--- src/rtl/fwd_pkg.sv ---
package fwd_pkg;
  typedef enum logic [2:0] {
    CLS_NONE   = 3'd0,
    CLS_ALU    = 3'd1,
    CLS_LADR   = 3'd2,
    CLS_LOAD   = 3'd3,
    CLS_STORE  = 3'd4,
    CLS_BRANCH = 3'd5,
    CLS_BRL    = 3'd6
  } op_class_e;

  localparam logic [1:0] SEL_LATCH = 2'b00;
  localparam logic [1:0] SEL_MEM   = 2'b01;
  localparam logic [1:0] SEL_WB    = 2'b10;

  // Class leaves a register result by write-back time.
  function automatic logic writes_reg(input logic [2:0] cls);
    return (cls == CLS_ALU) || (cls == CLS_LADR) ||
           (cls == CLS_LOAD) || (cls == CLS_BRL);
  endfunction

  // Class holds its final result already in the memory-stage register.
  function automatic logic result_ready_mem(input logic [2:0] cls);
    return (cls == CLS_ALU) || (cls == CLS_LADR);
  endfunction
endpackage

--- src/rtl/fwd_stage3_reg.sv ---
module fwd_stage3_reg #(
  parameter int DATA_W = 32,
  parameter int REG_AW = 5
) (
  input  logic              clk,
  input  logic              rst_n,
  input  logic              adv,
  input  logic              in_valid,
  input  logic [REG_AW-1:0] in_rb,
  input  logic [REG_AW-1:0] in_rc,
  input  logic              in_imm,
  input  logic [DATA_W-1:0] in_x,
  input  logic [DATA_W-1:0] in_y,
  output logic              q_valid,
  output logic [REG_AW-1:0] q_rb,
  output logic [REG_AW-1:0] q_rc,
  output logic              q_imm,
  output logic [DATA_W-1:0] q_x,
  output logic [DATA_W-1:0] q_y
);
  always_ff @(posedge clk or negedge rst_n) begin
    if (!rst_n) begin
      q_valid <= 1'b0;
      q_rb    <= '0;
      q_rc    <= '0;
      q_imm   <= 1'b0;
      q_x     <= '0;
      q_y     <= '0;
    end else if (adv) begin
      q_valid <= in_valid;
      q_rb    <= in_rb;
      q_rc    <= in_rc;
      q_imm   <= in_imm;
      q_x     <= in_x;
      q_y     <= in_y;
    end
  end
endmodule

--- src/rtl/fwd_match.sv ---
module fwd_match
  import fwd_pkg::*;
#(
  parameter int REG_AW = 5
) (
  input  logic              src_en,
  input  logic [REG_AW-1:0] src,
  input  logic              mem_ok,
  input  logic [REG_AW-1:0] mem_ra,
  input  logic              wb_ok,
  input  logic [REG_AW-1:0] wb_ra,
  output logic [1:0]        sel
);
  logic hit_mem, hit_wb;

  assign hit_mem = src_en && mem_ok && (mem_ra == src);
  assign hit_wb  = src_en && wb_ok  && (wb_ra  == src);

  // Younger result (memory stage) takes precedence.
  always_comb begin
    if (hit_mem)     sel = SEL_MEM;
    else if (hit_wb) sel = SEL_WB;
    else             sel = SEL_LATCH;
  end
endmodule

--- src/rtl/fwd_operand_mux.sv ---
module fwd_operand_mux
  import fwd_pkg::*;
#(
  parameter int DATA_W = 32
) (
  input  logic [1:0]        sel,
  input  logic [DATA_W-1:0] latched,
  input  logic [DATA_W-1:0] mem_z,
  input  logic [DATA_W-1:0] wb_z,
  output logic [DATA_W-1:0] operand
);
  always_comb begin
    unique case (sel)
      SEL_MEM: operand = mem_z;
      SEL_WB:  operand = wb_z;
      default: operand = latched;
    endcase
  end
endmodule

--- src/rtl/alu_bypass_unit.sv ---
module alu_bypass_unit
  import fwd_pkg::*;
#(
  parameter int DATA_W = 32,
  parameter int REG_AW = 5
) (
  input  logic              clk,
  input  logic              rst_n,
  input  logic              adv,
  input  logic              s2_valid,
  input  logic [REG_AW-1:0] s2_rb,
  input  logic [REG_AW-1:0] s2_rc,
  input  logic              s2_imm,
  input  logic [DATA_W-1:0] s2_x,
  input  logic [DATA_W-1:0] s2_y,
  input  logic [2:0]        s4_cls,
  input  logic [REG_AW-1:0] s4_ra,
  input  logic [DATA_W-1:0] s4_z,
  input  logic [2:0]        s5_cls,
  input  logic [REG_AW-1:0] s5_ra,
  input  logic [DATA_W-1:0] s5_z,
  output logic              s3_valid,
  output logic [1:0]        x_sel,
  output logic [1:0]        y_sel,
  output logic [DATA_W-1:0] alu_x,
  output logic [DATA_W-1:0] alu_y
);
  localparam int N_OPND = 2;

  logic [REG_AW-1:0] s3_rb, s3_rc;
  logic              s3_imm;
  logic [DATA_W-1:0] s3_x, s3_y;

  fwd_stage3_reg #(.DATA_W(DATA_W), .REG_AW(REG_AW)) u_s3 (
    .clk(clk), .rst_n(rst_n), .adv(adv),
    .in_valid(s2_valid), .in_rb(s2_rb), .in_rc(s2_rc), .in_imm(s2_imm),
    .in_x(s2_x), .in_y(s2_y),
    .q_valid(s3_valid), .q_rb(s3_rb), .q_rc(s3_rc), .q_imm(s3_imm),
    .q_x(s3_x), .q_y(s3_y)
  );

  logic mem_ok, wb_ok;
  assign mem_ok = result_ready_mem(s4_cls);
  assign wb_ok  = writes_reg(s5_cls);

  logic [REG_AW-1:0] src   [N_OPND];
  logic              src_en[N_OPND];
  logic [DATA_W-1:0] lat   [N_OPND];
  logic [1:0]        sel   [N_OPND];
  logic [DATA_W-1:0] opnd  [N_OPND];

  assign src[0]    = s3_rb;
  assign src[1]    = s3_rc;
  assign src_en[0] = s3_valid;
  assign src_en[1] = s3_valid && !s3_imm;
  assign lat[0]    = s3_x;
  assign lat[1]    = s3_y;

  for (genvar g = 0; g < N_OPND; g++) begin : g_opnd
    fwd_match #(.REG_AW(REG_AW)) u_match (
      .src_en(src_en[g]), .src(src[g]),
      .mem_ok(mem_ok), .mem_ra(s4_ra),
      .wb_ok(wb_ok), .wb_ra(s5_ra),
      .sel(sel[g])
    );
    fwd_operand_mux #(.DATA_W(DATA_W)) u_mux (
      .sel(sel[g]), .latched(lat[g]), .mem_z(s4_z), .wb_z(s5_z),
      .operand(opnd[g])
    );
  end

  assign x_sel = sel[0];
  assign y_sel = sel[1];
  assign alu_x = opnd[0];
  assign alu_y = opnd[1];
endmodule

--- config.mk ---
export PLATFORM = sky130hd
export DESIGN_NAME = alu_bypass_unit
export DESIGN_NICKNAME = d
export VERILOG_FILES = /design/src/rtl/fwd_pkg.sv /design/src/rtl/fwd_stage3_reg.sv /design/src/rtl/fwd_match.sv /design/src/rtl/fwd_operand_mux.sv /design/src/rtl/alu_bypass_unit.sv
export SDC_FILE = /design/constraint.sdc
export NUM_CORES = 1
export LEC_CHECK = 0
export CELL_PAD_IN_SITES_DETAIL_PLACEMENT = 0
export CELL_PAD_IN_SITES_GLOBAL_PLACEMENT = 2
export CORE_AREA = 8 8 129 131
export CTS_CLUSTER_SIZE = 24
export DETAILED_ROUTE_END_ITERATION = 10
export DIE_AREA = 0 0 137 139
export DONT_BUFFER_PORTS = 1
export MAX_ROUTING_LAYER = met4
export PLACE_DENSITY = 0.87
export SYNTH_ARGS = -nofsm -noshare
export SYNTH_HDL_FRONTEND = slang
export SYNTH_SLANG_ARGS = --single-unit
--- constraint.sdc ---
create_clock -name clk -period 6.2 [get_ports clk]
set_clock_uncertainty 0.15 [all_clocks]
set_input_delay 0.62 -clock clk [delete_from_list [all_inputs] [get_ports clk]]
set_output_delay 0.62 -clock clk [all_outputs]
set_load 0.01 [all_outputs]
; ---- Word-level counts from Yosys, hierarchy flattened
; Index checks and enable logic that the tools add are counted.
[totals]
regBits = 76
in_bits = 159
[op_classes]
n_reduce_logical = 14
n_eq_ne = 14
mux = 6
[op_table]
columns = op, count
row1 = one-hot mux 32 bit (2 select lines), 2
row2 = equality test 5 bit, 4
row3 = equality test 3 x 2 -> 1 bit (second input constant), 3
row4 = logical AND 1 bit, 9
row5 = two-way mux 2 bit, 4
row6 = equality test 3 x 1 -> 1 bit (second input constant), 2
row7 = equality test 2 x 1 -> 1 bit (second input constant), 2
row8 = equality test 2 bit (second input constant), 2
row9 = logical OR 1 bit, 4
row10 = equality test 3 bit (second input constant), 1
row11 = zero test 1 bit, 1

; ---- Logic depth before layout (Yosys ltp)
; Gate-level depths: netlist (run 1).
[logic_depth]
depth_word = 10
depth_mapped = 7
ltp_nobuf = 5

; ---- By module
; From an unflattened synthesis (run 1), not the netlist that was laid out.
[unflattened]
cells_unflattened = 425
area_unflattened_um2 = 4559.4
[by_module_without_submodules]
columns = mod, cells_per_inst, seq_area_each_um2, n_inst, area_each_um2
row1 = fwd_stage3_reg, 160, 1901.8, 1, 2975.4
row2 = fwd_operand_mux, 113, 0.0, 2, 636.9
row3 = fwd_match, 17, 0.0, 2, 138.9
row4 = alu_bypass_unit, 5, 0.0, 1, 32.5

; ---- Worst setup path before layout (run 1)
; OpenSTA, ideal clock, no wires.
[synth_timing]
path_type = input to output
startpoint = input s4_ra[4]
endpoint = output alu_y[10]
arrival_time_ns = 2.061
stages = 7
t_required_ns = 5.430
path_buffers = 3
path_slack_ns = 3.369
cell_sequence = xor2_1 > or4_1 > buf_2 > or2_1 > buf_6 > buf_6 > a31oi_1
[synth_between]
elab_chain_len = 5
word_cells_on_any_way = 6
classes_between = 3 x eq/ne / 2 x mux / 1 x reduce/logical
[synth_lines]
columns = item, line
row1 = start: declaration, alu_bypass_unit.sv:17  ; input logic [REG_AW-1:0] s4_ra,
row2 = equality test 5 bit *, fwd_match.sv:16  ; assign hit_mem = src_en && mem_ok && (mem_ra == src);
row3 = logical AND 1 bit *, fwd_match.sv:16
row4 = two-way mux 2 bit *, fwd_match.sv:21  ; if (hit_mem) sel = SEL_MEM;
row5 = equality test 2 bit or equality test 2 x 1 -> 1 bit (tied branches), fwd_operand_mux.sv:13  ; unique case (sel)
row6 = one-hot mux 32 bit (2 select lines) *, fwd_operand_mux.sv:13
row7 = end: declaration, alu_bypass_unit.sv:26  ; output logic [DATA_W-1:0] alu_y
; Every way passes the cells marked *; elsewhere a longest branch is shown, timed or not.

; ---- Worst setup path after layout (run 1)
[layout_timing]
startpoint = register u_s3.q_rb[2]
endpoint = output alu_x[19]
[layout_between]
elab_chain_len = 6
word_cells_on_any_way = 9
classes_between = 4 x eq/ne / 3 x mux / 2 x reduce/logical
[layout_lines]
columns = item, line
row1 = start: declaration, fwd_stage3_reg.sv:15  ; output logic [REG_AW-1:0] q_rb,
row2 = start signal: assignment, fwd_stage3_reg.sv:31  ; q_rb <= in_rb;
row3 = equality test 5 bit, fwd_match.sv:17  ; assign hit_wb = src_en && wb_ok && (wb_ra == src);
row4 = logical AND 1 bit, fwd_match.sv:17
row5 = two-way mux 2 bit, fwd_match.sv:22  ; else if (hit_wb) sel = SEL_WB;
row6 = two-way mux 2 bit *, fwd_match.sv:21
row7 = equality test 2 bit or equality test 2 x 1 -> 1 bit (tied branches), fwd_operand_mux.sv:13
row8 = one-hot mux 32 bit (2 select lines) *, fwd_operand_mux.sv:13
row9 = end: declaration, alu_bypass_unit.sv:25  ; output logic [DATA_W-1:0] alu_x,
; Marked as above.

==> results.ini, run 1 <==
[routing]
wl_met3_mm=2.48
finalWirelength_mm=20.3
wl_met2_mm=9.84
vias_per_cell=6.39
wire_per_inst_um=28.6
drt_iter0_markers=408
firstDrtPassIters=7
drt-met1-wl_mm=7.60
num_vias=4531
ant_nets=0
highest_layer=met4
drc_errors=0

[global_route]
grt_pass1_vias=4750
grt.total_usage=0.213
grt_pass1_wl_mm=29.5
antenna_found_initial=1
overflow=0
grt_start_max_net_pins=78

[sta]
setup_viol=0
fin_tns_setup_ns=0
hold_viol=0
maxSlewHeadroom=0.145
rsz0062_at_grt=false
fin_crit_sh=0.583
fin_crit_ns=3.61
drv_slew=0
tightest_slew_ns=1.28
max_freq_mhz=277

[yosys]
synth_nets=711
yosysUniqueCellTypes=32
yosys_warnings=0
syn_avg_cell_area_um2=9.06
async_reset_ff_frac=1.00
ys_ff_latch=76
ys_seq_area_frac=0.380
syn_inst=552
synth_area_um2=5000
synth_edf_count=0
synth_top_flop_cell=dfrtp_1

[worst_setup_path]
worstPathMaxFanout=33
start_kind=register
required_ns=5.43
worstPathArrival_ns=2.84
worst-setup-path-type=register to output port
crit_path_end_kind=output port

[placement]
dpl.hpwl_mm=14.5
port_buffers=0
placed_area_um2=5120
gp_congestion=0.842

[finish]
final_cell_mix=76 x dfrtp_1, 75 x mux2_2, 66 x nor3_1
nets=674
stdcell_area_um2=5450
syn2layout_area_growth_pct=9.01
n_fill_cell=1510
final_layout_size_suffix_gt1_frac=0.217
final_common_cell=dfrtp_1

[floorplanning]
die_area_um2=19000
core-area_um2=14800
die_y_um=139
num_rows=45
start_util=0.339
dieWidth_um=137
ioPinCount=228

[pwr]
leakage_uw=0.00176
power.density_nw_per_um2=259
max-vdd-ir-drop_mv=0.161

[cts]
clock-sinks=76
clockBufferDepth=2
cts_tree=yes
root_buffer=clkbuf_16
clkTransAtPathRegs_ns=0.06
post_cts_resized=0
cts_made_buffers=9
h-tree-depth=3
clk_latency_ns=0.33

[status]
outcome=finished clean

[job]
maxCapViolations=0

[min_path]
min_path_type=input pin to async pin

[state kept, by name, summed over array words and instances (netlist names)]
name	count
u_s3.q_rc	5
u_s3.q_imm	1
u_s3.q_valid	1
u_s3.q_x	32
u_s3.q_y	32
u_s3.q_rb	5
[synthesized netlist by cell type (2+ instances only)]
library cell	n	area (um^2)
or2_1	2	12.5
xnor2_1	9	78.8
nor3_1	67	335
buf_6	4	45.0
nor2b_1	3	18.8
nand2b_1	2	12.5
o21ai_0	4	20.0
dfrtp_1	76	1900
nor3b_1	32	240
buf_1	6	22.5
xor2_1	12	105
a31oi_1	63	394
o21ai_1	61	305
mux2_2	75	845
nand3_1	65	325
nor2_1	2	7.51
clkbuf_1	50	188
nand4_1	2	12.5
inv_2	2	7.51
or4_1	2	15.0
buf_4	2	15.0
[worst max-delay path, cell delays in order (launching register included)]
cell and delay, ns:
dfrtp_1 0.41, xnor2_1 0.21, nand3_2 0.65, or2_1 0.61
buf_4 0.29, a31oi_1 0.33
[layer usage]
| metal | global-route usage | vias to the layer above |
|---|---|---|
| li1 | - | 1994 |
| met5 | - | - |
| met2 | 0.341 | 291 |
| met3 | 0.0873 | 33 |
| met4 | 0.0664 | 0 |
| met1 | 0.235 | 2213 |
[worst paths after layout]
path	end	depth (start not counted)	slack (ns)	startpoint
setup / recovery	alu_x[19]	5	2.59	u_s3.q_rb[2]
hold / removal	u_s3.q_x[13]	1	0.03	rst_n
setup reg to reg	u_s3.q_imm	2	4.97	u_s3.q_imm
hold reg to reg	u_s3.q_x[1]	1	0.35	u_s3.q_x[1]
max in group asynchronous	u_s3.q_rb[1]	1	5.55	rst_n
min in group clk	u_s3.q_valid	2	0.26	s2_valid
[cells by family after synthesis]
family                    share of synthesized area
and+or+nand+nor                               0.199
muxes                                         0.169
buffers and inverters                        0.0573
AOI/OAI and AO/OA                             0.157
xor gates and xnor gates                     0.0368
DFF                                           0.380
[power breakdown]
part	internal [uW]	switching [uW]	total, uW
sequential	546	30.8	577
clock	313	209	522
combinational	110	201	310
[through the flow]
| stage | hold WS [ns] | power (uW) | utilization | std cells | worst slack (ns) |
|---|---|---|---|---|---|
| after floorplan | 0.174 | 805 | - | 552 | 3.37 |
| after global placement | 0.177 | 875 | 0.347 | 691 | 2.80 |
| after detailed placement | 0.177 | 885 | 0.347 | 691 | 2.72 |
| after CTS | 0.0330 | 1430 | 0.369 | 708 | 2.54 |
| after global routing | 0.0451 | 1480 | 0.369 | 709 | 2.37 |
| final | 0.0275 | 1410 | 0.369 | 709 | 2.59 |
[area by class of cell]
cell class	instances	area (um^2)	area share
Clock inverter	5	61.3	0.0113
Timing Repair Buffer	15	133	0.0243
Tap cell	188	235	0.0432
Sequential cell	76	1900	0.349
Clock buffer	11	233	0.0427
Inverter	3	11.3	0.00207
Antenna cell	1	2.50	0.000459
Multi-Input combinational cell	410	2870	0.527
[repair_timing]
action,CTS,global route
buffers inserted,0,0
hold endpoints to repair,76,0
hold buffers,1,0
(Power assumes the default switching activity.)
==> inputs of run 2 (changes only) <==
==> constraint.sdc (replaced) <==
create_clock -name clk -period 3.51 [get_ports clk]
set_clock_uncertainty 0.15 [all_clocks]
set_input_delay 0.351 -clock clk [delete_from_list [all_inputs] [get_ports clk]]
set_output_delay 0.351 -clock clk [all_outputs]
set_load 0.01 [all_outputs]
==> results.ini, run 2 (same netlist as run 1, synthesis figures left out) <==
[finish]
final_cell_mix=80 x buf_4, 76 x dfrtp_1, 75 x mux2_2
final_common_cell=buf_4
top_regs=u_s3.q_x (32), u_s3.q_y (32)
stdcell_area_um2=6570
nets=797
final_layout_size_suffix_gt1_frac=0.285
fin_util=0.446
n_fill_cell=1439
syn2layout_area_growth_pct=31.5

[cts]
post_cts_resized=0
root_buffer=clkbuf_16
clock-sinks=76
cts_made_buffers=9
clk_latency_ns=0.34
clkTransAtPathRegs_ns=0.06
clockBufferDepth=2
h-tree-depth=3
cts_tree=yes

[sta]
setup_ws_ns=0.337
drv_slew=0
tightest_slew_ns=1.06
rsz0062_at_grt=false
hold_viol=0
setup_viol=0
fin_crit_sh=0.904
max_freq_mhz=315
fin_tns_setup_ns=0
fin_crit_ns=3.17
maxSlewHeadroom=0.290

[job]
maxCapViolations=0

[worst_setup_path]
crit_chain=xor2_4, or4_1, buf_4, o21ai_1, a31oi_1, buf_4
start_kind=register
cp_num_buf_inv=2
cp_common_cell=buf_4
cp_slowest_cell=xor2_4
crit_path_end_kind=output port
worstPathMaxFanout=34
max_stage_delay_ns=0.85
worst-setup-path-type=register to output port
required_ns=3.01
worstPathArrival_ns=2.67
worstSetupPathDepth=6
worstRegToRegCells=3
reg2reg_slack_ns=1.85
critPathTopFamily=XOR/XNOR gates

[routing]
wire_per_inst_um=25.2
vias_per_cell=6.11
num_vias=5099
finalWirelength_mm=21.0
ant_nets=0
drc_errors=0
firstDrtPassIters=5
drt_iter0_markers=271

[pwr]
power.density_nw_per_um2=420
max-vdd-ir-drop_mv=0.309
leakage_uw=0.00235

[floorplanning]
dieWidth_um=137
die_area_um2=19000
num_rows=45
die_y_um=139
start_util=0.339
ioPinCount=228
core-area_um2=14800

[global_route]
overflow=0
grt.total_usage=0.220
grt_start_max_net_pins=77
antenna_found_initial=4
grt_pass1_wl_mm=31.3
grt_pass1_vias=5516

[min_path]
min_path_type=input pin to register
min_path_cells=1

[placement]
dpl.hpwl_mm=14.8
port_buffers=0
gp_congestion=0.881
placed_area_um2=5660
place_ws_ns=0.710

[status]
outcome=finished clean

==> run 2: changes by cell type in the layout (fill, tap and decap cells not counted) <==
| cell | before | now |
|---|---|---|
| buf_4 | 14 | 80 |
| clkinv_2 | 0 | 2 |
| dlygate4sd3_1 | 0 | 55 |
| clkinvlp_4 | 3 | 1 |
| diode_2 | 1 | 4 |
| buf_12 | 0 | 2 |
| clkbuf_1 | 2 | 0 |
| clkbuf_8 | 0 | 1 |
| bufinv_16 | 1 | 2 |
==> run 2: metrics by stage <==
stage	cells	power [uW]	hold slack (ns)
after CTS	825	2780	0.000469
after floorplan	552	1420	-0.0946
final	835	2760	0.0178
after global routing	835	2890	0.000690
after detailed placement	759	1680	-0.0919
after global placement	759	1660	-0.0922
==> run 2: power breakdown <==
group	switching [uW]	internal, uW	total, uW
logic	382	333	715
clock network	383	642	1030
registers	55.6	964	1020
==> run 2: path summary, 6_finish.rpt <==
path,startpoint,to
max,u_s3.q_rc[1],alu_y[7]
min,s2_y[19],u_s3.q_y[19]
max reg2reg,u_s3.q_valid,u_s3.q_valid
min reg2reg,u_s3.q_y[1],u_s3.q_y[1]
max in group asynchronous,rst_n,u_s3.q_imm
min in group asynchronous,rst_n,u_s3.q_y[25]
==> run 2: layout make-up <==
cell class | count | area (um^2) | share of cell area
Clock buffer | 10 | 239 | 0.0364
Sequential cell | 76 | 1900 | 0.289
Inverter | 3 | 11.3 | 0.00171
Clock inverter | 6 | 86.3 | 0.0131
Antenna cell | 4 | 10.0 | 0.00152
Timing Repair Buffer | 138 | 1220 | 0.185
Tap cell | 188 | 235 | 0.0358
Multi-Input combinational cell | 410 | 2870 | 0.437
==> run 2: worst reg2reg max path: stages (launching register included) <==
cell and delay (ns):
dfrtp_1 0.51, inv_1 0.17, o21ai_0 0.20, dlygate4sd3_1 0.57
==> run 2: metal layers <==
metal  track usage  vias up  routed length, um
li1              -     2256                  -
met5             -        -                  0
met2         0.349      324              10000
met3        0.0736       50               2400
met1         0.247     2469               8030
met4        0.0961        0                573
==> run 2: timing repair <==
item | in CTS | in global routing
hold buffers | 50 | 6
endpoints found under the hold margin | 123 | 6
setup buffers | 0 | 0
